===== config.mk =====
export PLATFORM = sky130hd
export DESIGN_NAME = retire_queue
export DESIGN_NICKNAME = d
export VERILOG_FILES = /design/src/rtl/rq_pkg.sv /design/src/rtl/rq_store.sv /design/src/rtl/rq_ctrl.sv /design/src/rtl/retire_queue.sv
export SDC_FILE = /design/constraint.sdc
export NUM_CORES = 1
export LEC_CHECK = 0
export ABC_AREA = 1
export BUFFER_PORTS_ARGS = -buffer_cell sky130_fd_sc_hd__buf_2
export CORE_ASPECT_RATIO = 1.5
export CORE_MARGIN = 3
export CORE_UTILIZATION = 40
export DETAILED_ROUTE_END_ITERATION = 12
export GPL_ROUTABILITY_DRIVEN = 0
export PLACE_DENSITY = 0.66
export SLEW_MARGIN = 5
export SYNTH_ARGS = -nofsm -noshare
export SYNTH_HDL_FRONTEND = slang
export SYNTH_HIERARCHICAL = 1
export SYNTH_SLANG_ARGS = --single-unit
export TNS_END_PERCENT = 20

===== constraint.sdc =====
create_clock -name clk -period 7.5 [get_ports clk]
set_clock_uncertainty 0.05 [all_clocks]
set_input_delay 0.75 -clock clk [delete_from_list [all_inputs] [get_ports clk]]
set_output_delay 0.75 -clock clk [all_outputs]
set_load 0.02 [all_outputs]

===== src/rtl/rq_pkg.sv =====
`timescale 1ns/1ps
package rq_pkg;
  // Write strobes from control to the entry store
  typedef struct packed {
    logic rsvWe;   // write a new entry header at the tail
    logic cmplWe;  // set executed flag at the completion index
  } rqStrobe_t;
endpackage


===== src/rtl/rq_store.sv =====
`timescale 1ns/1ps
module rq_store
  import rq_pkg::*;
#(
  parameter int SLOTS = 12,
  parameter int TAG_W = 8,
  parameter int CNT_W = 4,
  parameter int IDX_W = 4
) (
  input  logic                             clk,
  input  logic                             rstN,
  input  rqStrobe_t                        stb,
  input  logic [IDX_W-1:0]                 rsvIdx,
  input  logic [CNT_W-1:0]                 rsvSlots,
  input  logic [TAG_W-1:0]                 rsvTag,
  input  logic [IDX_W-1:0]                 cmplIdx,
  output logic [SLOTS-1:0][CNT_W-1:0]      entSlots,
  output logic [SLOTS-1:0][TAG_W-1:0]      entTag,
  output logic [SLOTS-1:0]                 entExec
);
  // One header register set per slot; only run-leading slots are ever read
  for (genvar i = 0; i < SLOTS; i++) begin : gSlot
    always_ff @(posedge clk) begin
      if (!rstN) begin
        entExec[i] <= 1'b0;
      end else if (stb.rsvWe && rsvIdx == IDX_W'(i)) begin
        entExec[i] <= 1'b0;
      end else if (stb.cmplWe && cmplIdx == IDX_W'(i)) begin
        entExec[i] <= 1'b1;
      end
    end

    always_ff @(posedge clk) begin
      if (stb.rsvWe && rsvIdx == IDX_W'(i)) begin
        entSlots[i] <= rsvSlots;
        entTag[i]   <= rsvTag;
      end
    end
  end
endmodule


===== src/rtl/rq_ctrl.sv =====
`timescale 1ns/1ps
module rq_ctrl
  import rq_pkg::*;
#(
  parameter int SLOTS      = 12,
  parameter int UOP_W      = 5,
  parameter int MAX_RETIRE = 2,
  parameter int CNT_W      = 4,
  parameter int IDX_W      = 4
) (
  input  logic                        clk,
  input  logic                        rstN,
  input  logic                        rsvValid,
  input  logic [UOP_W-1:0]            rsvUops,
  input  logic                        cmplValid,
  input  logic [IDX_W-1:0]            cmplToken,
  input  logic                        retireEn,
  input  logic [SLOTS-1:0][CNT_W-1:0] entSlots,
  input  logic [SLOTS-1:0]            entExec,
  output rqStrobe_t                   stb,
  output logic [IDX_W-1:0]            tailIdx,
  output logic [CNT_W-1:0]            rsvSlots,
  output logic                        rsvReady,
  output logic [IDX_W-1:0]            headIdx,
  output logic [CNT_W-1:0]            retCount,
  output logic [CNT_W-1:0]            freeSlots
);
  localparam int LIM   = (MAX_RETIRE == 0 || MAX_RETIRE > SLOTS) ? SLOTS : MAX_RETIRE;
  localparam int SUM_W = CNT_W + 1;
  localparam int NRM_W = (UOP_W > CNT_W) ? UOP_W : CNT_W;

  logic [CNT_W-1:0] freeCnt, usedCnt, freedCnt, leftCnt;
  logic [IDX_W-1:0] nextHead;
  logic             accept;

  // Modulo add by compare-and-subtract; operands never exceed SLOTS
  function automatic logic [IDX_W-1:0] wrapAdd(input logic [IDX_W-1:0] base,
                                               input logic [CNT_W-1:0] n);
    logic [SUM_W-1:0] s;
    s = SUM_W'(base) + SUM_W'(n);
    if (s >= SUM_W'(SLOTS)) s = s - SUM_W'(SLOTS);
    return IDX_W'(s);
  endfunction

  // Normalize request: clamp to SLOTS, then at least one slot
  always_comb begin
    if (NRM_W'(rsvUops) > NRM_W'(SLOTS)) rsvSlots = CNT_W'(SLOTS);
    else if (rsvUops == '0)              rsvSlots = CNT_W'(1);
    else                                 rsvSlots = CNT_W'(rsvUops);
  end

  assign rsvReady   = (freeCnt >= rsvSlots);
  assign accept     = rsvValid && rsvReady;
  assign usedCnt    = CNT_W'(SLOTS) - freeCnt;
  assign stb.rsvWe  = accept;
  assign stb.cmplWe = cmplValid && (SUM_W'(cmplToken) < SUM_W'(SLOTS));

  // In-order retire scan: up to LIM consecutive executed entries from head
  always_comb begin
    logic [IDX_W-1:0] ptr;
    logic             stop;
    ptr      = headIdx;
    leftCnt  = usedCnt;
    stop     = 1'b0;
    retCount = '0;
    for (int k = 0; k < LIM; k++) begin
      if (!stop && retireEn && leftCnt != '0 && entExec[ptr]) begin
        retCount = retCount + CNT_W'(1);
        leftCnt  = leftCnt - entSlots[ptr];
        ptr      = wrapAdd(ptr, entSlots[ptr]);
      end else begin
        stop = 1'b1;
      end
    end
    nextHead = ptr;
  end

  assign freedCnt = usedCnt - leftCnt;

  always_ff @(posedge clk) begin
    if (!rstN) begin
      headIdx <= '0;
      tailIdx <= '0;
      freeCnt <= CNT_W'(SLOTS);
    end else begin
      headIdx <= nextHead;
      if (accept) tailIdx <= wrapAdd(tailIdx, rsvSlots);
      freeCnt <= freeCnt - (accept ? rsvSlots : '0) + freedCnt;
    end
  end

  assign freeSlots = freeCnt;
endmodule


===== src/rtl/retire_queue.sv =====
`timescale 1ns/1ps
module retire_queue
  import rq_pkg::*;
#(
  parameter int SLOTS      = 12,
  parameter int TAG_W      = 8,
  parameter int UOP_W      = 5,
  parameter int MAX_RETIRE = 2,
  localparam int IDX_W     = (SLOTS > 1) ? $clog2(SLOTS) : 1,
  localparam int CNT_W     = $clog2(SLOTS + 1)
) (
  input  logic             clk,
  input  logic             rstN,
  input  logic             rsvValid,
  input  logic [UOP_W-1:0] rsvUops,
  input  logic [TAG_W-1:0] rsvTag,
  output logic             rsvReady,
  output logic [IDX_W-1:0] rsvToken,
  input  logic             cmplValid,
  input  logic [IDX_W-1:0] cmplToken,
  input  logic             retireEn,
  output logic [CNT_W-1:0] retCount,
  output logic             headValid,
  output logic [TAG_W-1:0] headTag,
  output logic             headExecuted,
  output logic [CNT_W-1:0] freeSlots,
  output logic             empty,
  output logic             full
);
  rqStrobe_t                  stb;
  logic [CNT_W-1:0]           rsvSlots;
  logic [IDX_W-1:0]           headIdx;
  logic [SLOTS-1:0][CNT_W-1:0] entSlots;
  logic [SLOTS-1:0][TAG_W-1:0] entTag;
  logic [SLOTS-1:0]           entExec;

  rq_ctrl #(.SLOTS(SLOTS), .UOP_W(UOP_W), .MAX_RETIRE(MAX_RETIRE),
            .CNT_W(CNT_W), .IDX_W(IDX_W)) u_ctrl (
    .clk(clk), .rstN(rstN), .rsvValid(rsvValid), .rsvUops(rsvUops),
    .cmplValid(cmplValid), .cmplToken(cmplToken), .retireEn(retireEn),
    .entSlots(entSlots), .entExec(entExec), .stb(stb), .tailIdx(rsvToken),
    .rsvSlots(rsvSlots), .rsvReady(rsvReady), .headIdx(headIdx),
    .retCount(retCount), .freeSlots(freeSlots)
  );

  rq_store #(.SLOTS(SLOTS), .TAG_W(TAG_W), .CNT_W(CNT_W), .IDX_W(IDX_W)) u_store (
    .clk(clk), .rstN(rstN), .stb(stb), .rsvIdx(rsvToken), .rsvSlots(rsvSlots),
    .rsvTag(rsvTag), .cmplIdx(cmplToken), .entSlots(entSlots), .entTag(entTag),
    .entExec(entExec)
  );

  assign empty        = (freeSlots == CNT_W'(SLOTS));
  assign full         = (freeSlots == '0);
  assign headValid    = !empty;
  assign headTag      = entTag[headIdx];
  assign headExecuted = headValid && entExec[headIdx];
endmodule


==> out/qor.yml, run 1 <==
place:
  dp.cells: 1306
  dp.final_hpwl_mm: 15.88
  io_buffer_count: 44
cts:
  cts_made_buffers: 17
  htree_levels: 4
  cts.sinks: 168
  clock-root-buffer: "clkbuf_16"
  clockBufferDepth: 2
  clock_latency_ns: 0.43
  clk_pin_slew_ns: 0.07
  cts_tree: "built"
  cts_hold_buffers: 0
power:
  p_total_mw: 5.016
  vdd_ir_drop_max_mv: 0.2494
  pwr-share-clk_pct: 16.9
  netSwitchingPower_mw: 2.434
  leakage_nw: 4.093
  power_frac_comb_pct: 59.7
  p_int_mw: 2.582
  power_density_nw_per_um2: 492.9
  sw_frac_of_total_pct: 48.53
  p_seq_share_pct: 23.4
worst_setup_path:
  cp_slowest_cell: "fa_1"
  cp.arrival_ns: 7.12
  crit_start: "u_ctrl/headIdx[0]"
  path_class: "flip-flop to flip-flop"
  cp-end-kind: "flip-flop"
  reg2reg_depth: 41
  worstPathMaxFanout: 23
  worstSetupStartpointType: "flip-flop"
  cp_slowest_stage_delay_ns: 0.52
  required_ns: 7.76
  reg2reg_from: "u_ctrl/headIdx[0]"
  crit_path_frequent_cell: "inv_1"
floorplanning:
  die_x_um: 130.5
  rows: 67
  dieArea_um2: 25130
  io_pins: 47
  core-area_um2: 22630
  fp.dieH_um: 192.7
  start_util_pct: 41.06
synth:
  synth.distinct_cells: 43
  synthArstFlopShare_pct: 0
  synthCells: 1019
  ys_warn_count: 6
  ys_ff_latch: 168
  synth_edf_count: 144
  ys.flop_type: "edfxtp_1"
  avgSynthCellArea_um2: 9.119
  ys_seq_area_share_pct: 51.70
  syn_area_um2: 9293
drt:
  via_count: 7229
  avgRoutedWirePerCell_um: 17.27
  finalWirelength_mm: 23.11
  drtIter0Drc: 612
  drt.antenna.violating_nets: 0
  firstDrtPassIters: 8
  post_drt_via_cell_ratio: 5.403
  drc_errors: 0
timing:
  setup_violations: 0
  timing.fmax_mhz: 145.8
  drv_slew: 0
  worst_slew_pin_slew_ns: 1.048
  hold_viol_final: 0
  min_period_ns: 6.861
  finalCritPeriodShare_pct: 91.48
  max-slew-margin-rel_pct: 30.04
  fin_hold_ws_ns: 0.4817
  tns_ns: 0
  rsz0062_at_grt: "false"
flow_run:
  maxCapViolCount: 0
cells_and_area:
  drive_gt1_share_pct: 12.52
  fin_util_pct: 44.96
  area_delta_synth_final_pct: 9.520
  diodes: 0
  instances_no_fill: 1338
  nNetsFinal: 1113
worst_hold_path:
  min-delay-start: "u_store/entExec[1]"
  holdCritPathClass: "flip-flop to flip-flop"
  hold_path_depth: 2
global_route:
  grt_pass1_vias: 6850
  grtUsageTotal_pct: 18.79
  grt_pass1_wl_mm: 35.98
  overflow: 0
  antenna_found_initial: 0
  grt_max_degree: 55
outcome:
  outcome: "finished, final reports clean"
-- logic make-up after synthesis --
group,after synthesis,synth area share (%)
other,1,0.04035
and+or+nand+nor,450,20.57
AOI/OAI and AO/OA,190,11.67
buffers and inverters,154,8.227
adders and majority gates,42,6.463
DFF,168,51.70
xor gates and xnor gates,14,1.320
-- layout make-up --
cell class                      instances  area [µm²]
Fill cell                            2156       12460
Tap cell                              276       345.3
Timing Repair Buffer                   53       291.5
Clock buffer                           18       429.2
Inverter                              111       424.2
Clock inverter                         14       142.6
Sequential cell                       168        4807
Multi-Input combinational cell        698        3737
-- power by group through the flow --
stage          Clock (mW)  Sequential, mW  Combinational [mW]
3_3_place_gp            0            1.19                2.92
2_1_floorplan           0            1.19                2.34
4_1_cts             0.859            1.18                2.99
5_1_grt             0.900            1.19                3.37
3_5_place_dp            0            1.20                2.97
6_report            0.846            1.18                2.99
-- registers in the layout, summed over array words and instances, names as in the netlist --
register          count
u_store/entSlots     48
u_ctrl/tailIdx        4
u_store/entExec      12
u_ctrl/freeSlots      4
u_store/entTag       96
u_ctrl/headIdx        4
-- layout by cell type, fill, tap and decap left out, types with 3 or more instances in the layout --
| cell type | count |
|---|---|
| nand3_2 | 4 |
| nand2_2 | 11 |
| clkinv_1 | 3 |
| o211ai_1 | 23 |
| o21ai_1 | 29 |
| o221ai_1 | 3 |
| o21ai_2 | 5 |
| edfxtp_1 | 144 |
| dfxtp_1 | 22 |
| a21oi_2 | 3 |
| fa_1 | 10 |
| nand2_1 | 171 |
| nand4_1 | 3 |
| o22ai_1 | 3 |
| a21oi_1 | 28 |
| nor2_2 | 9 |
| nor2_1 | 157 |
| a31oi_1 | 3 |
| clkbuf_16 | 17 |
| buf_2 | 44 |
| clkinvlp_4 | 3 |
| xnor2_1 | 3 |
| inv_1 | 100 |
| buf_4 | 8 |
| inv_8 | 4 |
| nand3_1 | 87 |
| o21ai_0 | 88 |
| inv_2 | 8 |
| ha_1 | 32 |
| xor2_1 | 11 |
-- cell usage after synthesis, types with 4 or more instances --
cell	n	share of area [%]
buf_2	14	0.75
o211ai_1	23	1.9
nand2_2	11	0.74
nand3_1	87	4.7
ha_1	32	4.3
buf_4	5	0.40
edfxtp_1	144	47
dfxtp_1	24	5.2
nor2_2	5	0.34
clkbuf_1	6	0.24
xor2_1	11	1.0
nand2_1	171	6.9
nor2_1	161	6.5
nand3_2	4	0.43
o21ai_1	29	1.6
o21ai_0	88	4.7
inv_2	8	0.32
fa_1	10	2.2
inv_1	100	4.0
a21oi_1	28	1.5
buf_6	16	1.9
o21ai_2	5	0.47
-- timing repair --
item / 4_1_cts / 5_1_grt
resized for setup: 0 / 2
setup buffers: 0 / 0
setup endpoints to repair: 0 / 1
-- metrics by stage --
stage,setup WS [ns],instance area [µm²]
2_1_floorplan,0.7051,9296
3_3_place_gp,0.7799,9602
3_5_place_dp,0.5804,9602
4_1_cts,0.5617,10170
5_1_grt,0.05999,10180
6_report,0.6393,10180
-- worst max-delay path, delay by kind of cell (launching register included) --
family	cells	cell delay, ns
adders and majority gates	7	2.47
xor gates and xnor gates	2	0.31
buffers and inverters	11	1.06
DFF	1	0.39
AOI/OAI and AO/OA	6	1.00
and+or+nand+nor	15	1.42
-- layer usage --
metal	track usage [%]	routed length, µm	up-vias
met4	6.928	659	0
met2	34.23	12300	274
met5	0	0	-
met1	21.95	8871	3406
met3	3.046	1277	49
li1	-	-	3500
-- path summary, 6_finish.rpt --
kind	slack [ns]	end
max reg2reg	0.64	u_ctrl/freeSlots[3]
min reg2reg	0.48	u_store/entExec[1]
min	0.48	u_store/entExec[1]
max	0.64	u_ctrl/freeSlots[3]
Power figures use the tool's default switching activity.
==> inputs of run 2 (changes only) <==
--- a/config.mk
+++ b/config.mk
@@ -6,13 +6,13 @@
 export NUM_CORES = 1
 export LEC_CHECK = 0
 export ABC_AREA = 1
-export BUFFER_PORTS_ARGS = -buffer_cell sky130_fd_sc_hd__buf_2
-export CORE_ASPECT_RATIO = 1.5
+export CORE_ASPECT_RATIO = 0.5
 export CORE_MARGIN = 3
 export CORE_UTILIZATION = 40
 export DETAILED_ROUTE_END_ITERATION = 12
+export DONT_BUFFER_PORTS = 1
 export GPL_ROUTABILITY_DRIVEN = 0
-export PLACE_DENSITY = 0.66
+export PLACE_DENSITY = 0.64
 export SLEW_MARGIN = 5
 export SYNTH_ARGS = -nofsm -noshare
 export SYNTH_HDL_FRONTEND = slang
==> run 2 against run 1 <==
  * Clock power is 4.1% lower
  * First-iteration DRC count is 14% higher
  * Design area is 1.8% lower
  * Utilization is 0.064 points lower
  * Wire length is 0.34% higher
  * Non-clock buffer count is 41 lower
  * Largest cell class unchanged
  * Largest power group unchanged
==> out/qor.yml, run 2 (synthesis gave the netlist of run 1 again) <==
timing:
  rsz0062_at_grt: "false"
  max-slew-margin-rel_pct: 38.91  # +8.9 points
  setup_violations: 0  # unchanged
  timing.fmax_mhz: 145.0  # -0.50%
  tns_ns: 0  # unchanged
  fin_ws_ns: 0.6047  # -0.03457 ns
  min_period_ns: 6.895  # +0.03457 ns
  hold_viol_final: 0  # unchanged
  worst_slew_pin_slew_ns: 0.9080  # -0.1403 ns
  drv_slew: 0  # unchanged
  finalCritPeriodShare_pct: 91.94  # +0.46 points
cts:
  clock-root-buffer: "clkbuf_16"
  clockBufferDepth: 2  # unchanged
  cts.sinks: 168  # unchanged
  clk_pin_slew_ns: 0.07  # about the same
  clock_latency_ns: 0.43  # about the same
  cts_made_buffers: 17  # unchanged
  cts_tree: "built"
  htree_levels: 4  # unchanged
worst_setup_path:
  cp-end-kind: "flip-flop"
  reg2reg_to: "u_ctrl/freeSlots[3]"
  reg2reg_from: "u_ctrl/headIdx[1]"
  worstSetupStartpointType: "flip-flop"
  crit_path_frequent_cell: "inv_1"
  cp_slowest_cell: "fa_1"
  reg2reg_depth: 40  # -2.4%
  cp_slowest_stage_delay_ns: 0.51  # about the same
  cp.arrival_ns: 7.16  # +0.04 ns
  path_class: "flip-flop to flip-flop"
  required_ns: 7.77  # about the same
  reg2reg_slack_ns: 0.60  # -0.03 ns
  worstPathMaxFanout: 21  # -8.7%
cells_and_area:
  nNetsFinal: 1072  # -3.7%
  area_delta_synth_final_pct: 7.513
  regMostFlops: "u_store/entTag"
  top_regs: "u_store/entTag: 96 flops, u_store/entSlots: 48 flops, u_store/entExec: 12 flops"
  final_cell_mix: "nand2_1 (171), nor2_1 (161), edfxtp_1 (144)"
  diodes: 0  # unchanged
  instances_no_fill: 1321  # -1.3%
  drive_gt1_share_pct: 8.913  # -3.6 points
  fillers: 2119  # -1.7%
  finish.instance_area_um2: 9991  # -1.8%
  largest_reg_flops: 96  # unchanged
  layout_commonest_cell: "nand2_1"
drt:
  avgRoutedWirePerCell_um: 17.55  # +1.6%
  drc_errors: 0  # unchanged
  firstDrtPassIters: 7  # -1
  drtIter0Drc: 699  # +14%
  via_count: 7094  # -1.9%
  finalWirelength_mm: 23.19  # +0.34%
  drt.antenna.violating_nets: 0  # unchanged
  post_drt_via_cell_ratio: 5.370  # -0.60%
worst_hold_path:
  holdCritPathClass: "input pin to flip-flop"
  min-delay-start: "rsvTag[6]"
  min_to: "u_store/entTag[62]"
  hold_path_depth: 0  # -2
floorplanning:
  core-area_um2: 22250  # -1.7%
  rows: 38  # -43%
  fp.dieH_um: 113.8  # -41%
  die_x_um: 221.6  # +70%
  dieArea_um2: 25210  # +0.29%
  io_pins: 47  # unchanged
  start_util_pct: 41.76  # +0.71 points
power:
  vdd_ir_drop_max_mv: 0.2088  # -16%
  leakage_nw: 3.922  # -4.2%
  power_density_nw_per_um2: 491.1  # -0.37%
  p_total_mw: 4.906  # -2.2%
place:
  dp.cells: 1289  # -1.3%
  pre_cts_ws_ns: 0.5242  # -0.05625 ns
  dp.final_hpwl_mm: 15.45  # -2.6%
  io_buffer_count: 0  # -100%
  place_area_um2: 9424  # -1.9%
global_route:
  grt_pass1_vias: 6637  # -3.1%
  overflow: 0  # unchanged
  grtUsageTotal_pct: 18.46  # -0.34 points
  grt_max_degree: 56  # +1.8%
  antenna_found_initial: 0  # unchanged
  grt_pass1_wl_mm: 36.22  # +0.67%
outcome:
  outcome: "finished, final reports clean"
flow_run:
  maxCapViolCount: 0  # unchanged
==> run 2: cell types whose count changed in the layout (fill, tap and decap cells not counted), moves of 2 or more <==
cell,delta
clkinv_2,+3
nor2_2,-4
nor2_1,+4
buf_6,+2
buf_2,-44
==> run 2: how the worst max path moves through the flow <==
stage | startpoint | end | depth (start not counted)
after floorplan | u_ctrl/headIdx[0] | u_ctrl/freeSlots[3] | 43
after global placement | u_ctrl/headIdx[0] | u_ctrl/freeSlots[3] | 41
after detailed placement | u_ctrl/headIdx[0] | u_ctrl/freeSlots[3] | 41
after CTS | u_ctrl/headIdx[0] | u_ctrl/freeSlots[3] | 41
after global routing | u_ctrl/headIdx[1] | u_ctrl/freeSlots[3] | 40
final | u_ctrl/headIdx[1] | u_ctrl/freeSlots[3] | 40
==> run 2: final cells by class <==
class	count	area [µm²]	share of cell area [%]
clock buffers	17	425.4	4.258
clock inverters	15	121.4	1.215
inverters	111	430.4	4.308
multi-input cells	698	3727	37.31
flip-flops and latches	168	4810	48.14
well taps	300	375.4	3.757
repair buffers	12	101.3	1.014
==> run 2: repair_timing <==
action / 4_1_cts / 5_1_grt
buffers inserted: 0 / 0
gates resized for setup: 0 / 7
endpoints found under the setup margin: 0 / 1
hold buffers: 0 / 0
==> run 2: report_power, final <==
group / internal, mW / switching, mW
sequential: 1.10 / 0.114
combinational: 0.948 / 1.93
clock: 0.430 / 0.381
total: 2.48 / 2.42
==> run 2: metal layers <==
metal	global-route usage (%)	part of all wire [%]	routed length (µm)
met1	25.31	47	10800
met2	30.77	46	10590
met3	3.523	6.5	1509
met4	4.342	1.2	289
met5	0	0	0
==> run 2: stage by stage <==
| step | utilization (%) | hold WS [ns] |
|---|---|---|
| 2_1_floorplan | - | 0.4328 |
| 3_3_place_gp | 42.35 | 0.4704 |
| 3_5_place_dp | 42.35 | 0.4756 |
| 4_1_cts | 44.81 | 0.3524 |
| 5_1_grt | 44.90 | 0.3463 |
| 6_report | 44.90 | 0.3645 |
==> run 2: critical path, delay by kind of cell (launching register included) <==
family / cells / cell delay, ns
compound gates: 6 / 1.07
xor+xnor: 2 / 0.30
fa+ha+maj: 7 / 2.45
buf+inv: 10 / 0.94
flops: 1 / 0.48
simple gates: 15 / 1.48
==> inputs of run 3 (changes only) <==
--- a/config.mk
+++ b/config.mk
@@ -8,11 +8,12 @@
 export ABC_AREA = 1
 export CORE_ASPECT_RATIO = 0.5
 export CORE_MARGIN = 3
-export CORE_UTILIZATION = 40
+export CORE_UTILIZATION = 51
 export DETAILED_ROUTE_END_ITERATION = 12
 export DONT_BUFFER_PORTS = 1
 export GPL_ROUTABILITY_DRIVEN = 0
-export PLACE_DENSITY = 0.64
+export PLACE_DENSITY = 0.76
+export SKIP_LAST_GASP = 1
 export SLEW_MARGIN = 5
 export SYNTH_ARGS = -nofsm -noshare
 export SYNTH_HDL_FRONTEND = slang
==> run 3 against run 2 <==
  * Sequential cell count unchanged
  * Die area is 21% lower
  * Worst hold slack improved by 0.0015 ns
  * First-iteration DRC count rose by 38%
  * Worst setup slack improved by 0.00072 ns
  * Via count increased by 1.5%
  * Sequential share of layout area increased by 0.32 points
  * Non-clock buffer count is 5 lower
  * Utilization rose by 11 points
  * Design area is 0.66% lower
  * Highest routed layer unchanged
==> out/qor.yml, run 3 (synthesis gave the netlist of run 1 again) <==
power:
  leakage_nw: 3.920  # about the same
  power_density_nw_per_um2: 503.0  # +2.4%
  vdd_ir_drop_max_mv: 0.2108  # +0.97%
timing:
  rsz0062_at_grt: "false"
  min_period_ns: 6.895  # -0.0007220 ns
  tns_ns: 0  # unchanged
  finalCritPeriodShare_pct: 91.93  # about the same
  setup_violations: 0  # unchanged
  worst_slew_pin_slew_ns: 1.031  # +0.1229 ns
  fin_ws_ns: 0.6054  # +0.0007220 ns
  timing.fmax_mhz: 145.0  # about the same
  max-slew-margin-rel_pct: 31.02  # -7.9 points
  hold_viol_final: 0  # unchanged
  drv_slew: 0  # unchanged
cts:
  clk_pin_slew_ns: 0.07  # about the same
  clock-root-buffer: "clkbuf_16"
  cts_setup_buffers: 0  # unchanged
  htree_levels: 4  # unchanged
  cts_tree: "built"
  clockBufferDepth: 2  # unchanged
  cts_made_buffers: 17  # unchanged
  cts.sinks: 168  # unchanged
  clock_latency_ns: 0.43  # about the same
outcome:
  outcome: "finished, final reports clean"
global_route:
  grt_pass1_vias: 6618  # -0.29%
  grtUsageTotal_pct: 23.62  # +5.2 points
  antenna_found_initial: 0  # unchanged
  grt_pass1_wl_mm: 36.10  # -0.33%
  grt_max_degree: 55  # -1.8%
  overflow: 0  # unchanged
worst_setup_path:
  cp_slowest_cell: "fa_1"
  worstPathMaxFanout: 22  # +4.8%
  cp_slowest_stage_delay_ns: 0.50  # about the same
  required_ns: 7.77  # about the same
  crit_path_frequent_cell: "inv_1"
  path_class: "flip-flop to flip-flop"
  cp-end-kind: "flip-flop"
  worstSetupStartpointType: "flip-flop"
  cp.arrival_ns: 7.16  # about the same
drt:
  finalWirelength_mm: 23.12  # -0.30%
  avgRoutedWirePerCell_um: 18.50  # +5.4%
  firstDrtPassIters: 8  # +1
  post_drt_via_cell_ratio: 5.759  # +7.2%
  drc_errors: 0  # unchanged
  via_count: 7199  # +1.5%
  drt.antenna.violating_nets: 0  # unchanged
  drtIter0Drc: 965  # +38%
cells_and_area:
  top_regs: "u_store/entTag: 96 flops, u_store/entSlots: 48 flops, u_store/entExec: 12 flops"
  final_cell_mix: "nand2_1 (171), nor2_1 (157), edfxtp_1 (144)"
  drive_gt1_share_pct: 8.563  # -0.35 points
  nNetsFinal: 1067  # -0.47%
  layout_commonest_cell: "nand2_1"
  diodes: 0  # unchanged
  fillers: 1466  # -31%
  area_delta_synth_final_pct: 6.800
  largest_reg_flops: 96  # unchanged
  fin_util_pct: 56.35  # +11 points
  regMostFlops: "u_store/entTag"
flow_run:
  maxCapViolCount: 0  # unchanged
floorplanning:
  fp.dieH_um: 101.5  # -11%
  io_pins: 47  # unchanged
  die_x_um: 196.9  # -11%
  rows: 34  # -11%
  start_util_pct: 52.76  # +11 points
  dieArea_um2: 19980  # -21%
  core-area_um2: 17610  # -21%
worst_hold_path:
  holdCritPathClass: "input pin to flip-flop"
place:
  pre_cts_ws_ns: 0.5130  # -0.01124 ns
  io_buffer_count: 0  # unchanged
  dp.final_hpwl_mm: 15.17  # -1.8%
[run 3: report_power, final]
part	internal (mW)	leakage (nW)	switching, mW
Sequential	1.10	1.50	0.114
Clock	0.528	0.294	0.373
Combinational	0.948	2.13	1.93
[run 3: metrics by stage]
stage | hold WS (ns) | std cells | area (µm²) | power (mW)
6_report | 0.3660 | 1250 | 9925 | 4.992
3_5_place_dp | 0.4642 | 1218 | 9314 | 4.056
2_1_floorplan | 0.4328 | 1020 | 9296 | 3.532
4_1_cts | 0.3513 | 1250 | 9912 | 4.966
5_1_grt | 0.3432 | 1250 | 9925 | 5.457
3_3_place_gp | 0.4591 | 1218 | 9314 | 3.942
[run 3: timing repair]
action	4_1_cts	5_1_grt
hold buffers	0	0
endpoints found under the setup margin	0	1
endpoints found under the hold margin	0	0
gates resized for setup	0	5
[run 3: area by class of cell]
| type | count | area, µm² | share of cell area (%) |
|---|---|---|---|
| clock buffers | 18 | 429.2 | 4.324 |
| clock inverters | 14 | 168.9 | 1.702 |
| inverters | 111 | 430.4 | 4.337 |
| multi-input cells | 698 | 3737 | 37.66 |
| flip-flops and latches | 168 | 4810 | 48.46 |
| well taps | 234 | 292.8 | 2.950 |
| repair buffers | 7 | 56.30 | 0.5673 |
[run 3: routing by layer]
layer,global-route usage (%),part of all wire [%],vias to the layer above
li1,-,-,3402
met1,32.70,43,3374
met2,37.39,45,358
met3,5.251,9.0,65
met4,8.151,2.8,0
met5,0,0,-
[run 3: worst paths after layout]
kind | from | depth (start not counted) | slack [ns] | end
setup / recovery | u_ctrl/headIdx[1] | 40 | 0.61 | u_ctrl/freeSlots[3]
hold / removal | rsvTag[0] | 0 | 0.37 | u_store/entTag[88]
setup reg to reg | u_ctrl/headIdx[1] | 40 | 0.61 | u_ctrl/freeSlots[3]
hold reg to reg | u_store/entExec[4] | 2 | 0.48 | u_store/entExec[4]
[run 3: critical path, delay by kind of cell (launching register included)]
family / cells / cell delay, ns
compound gates: 6 / 1.06
xor+xnor: 2 / 0.33
fa+ha+maj: 7 / 2.45
buf+inv: 10 / 0.99
flops: 1 / 0.43
simple gates: 15 / 1.49
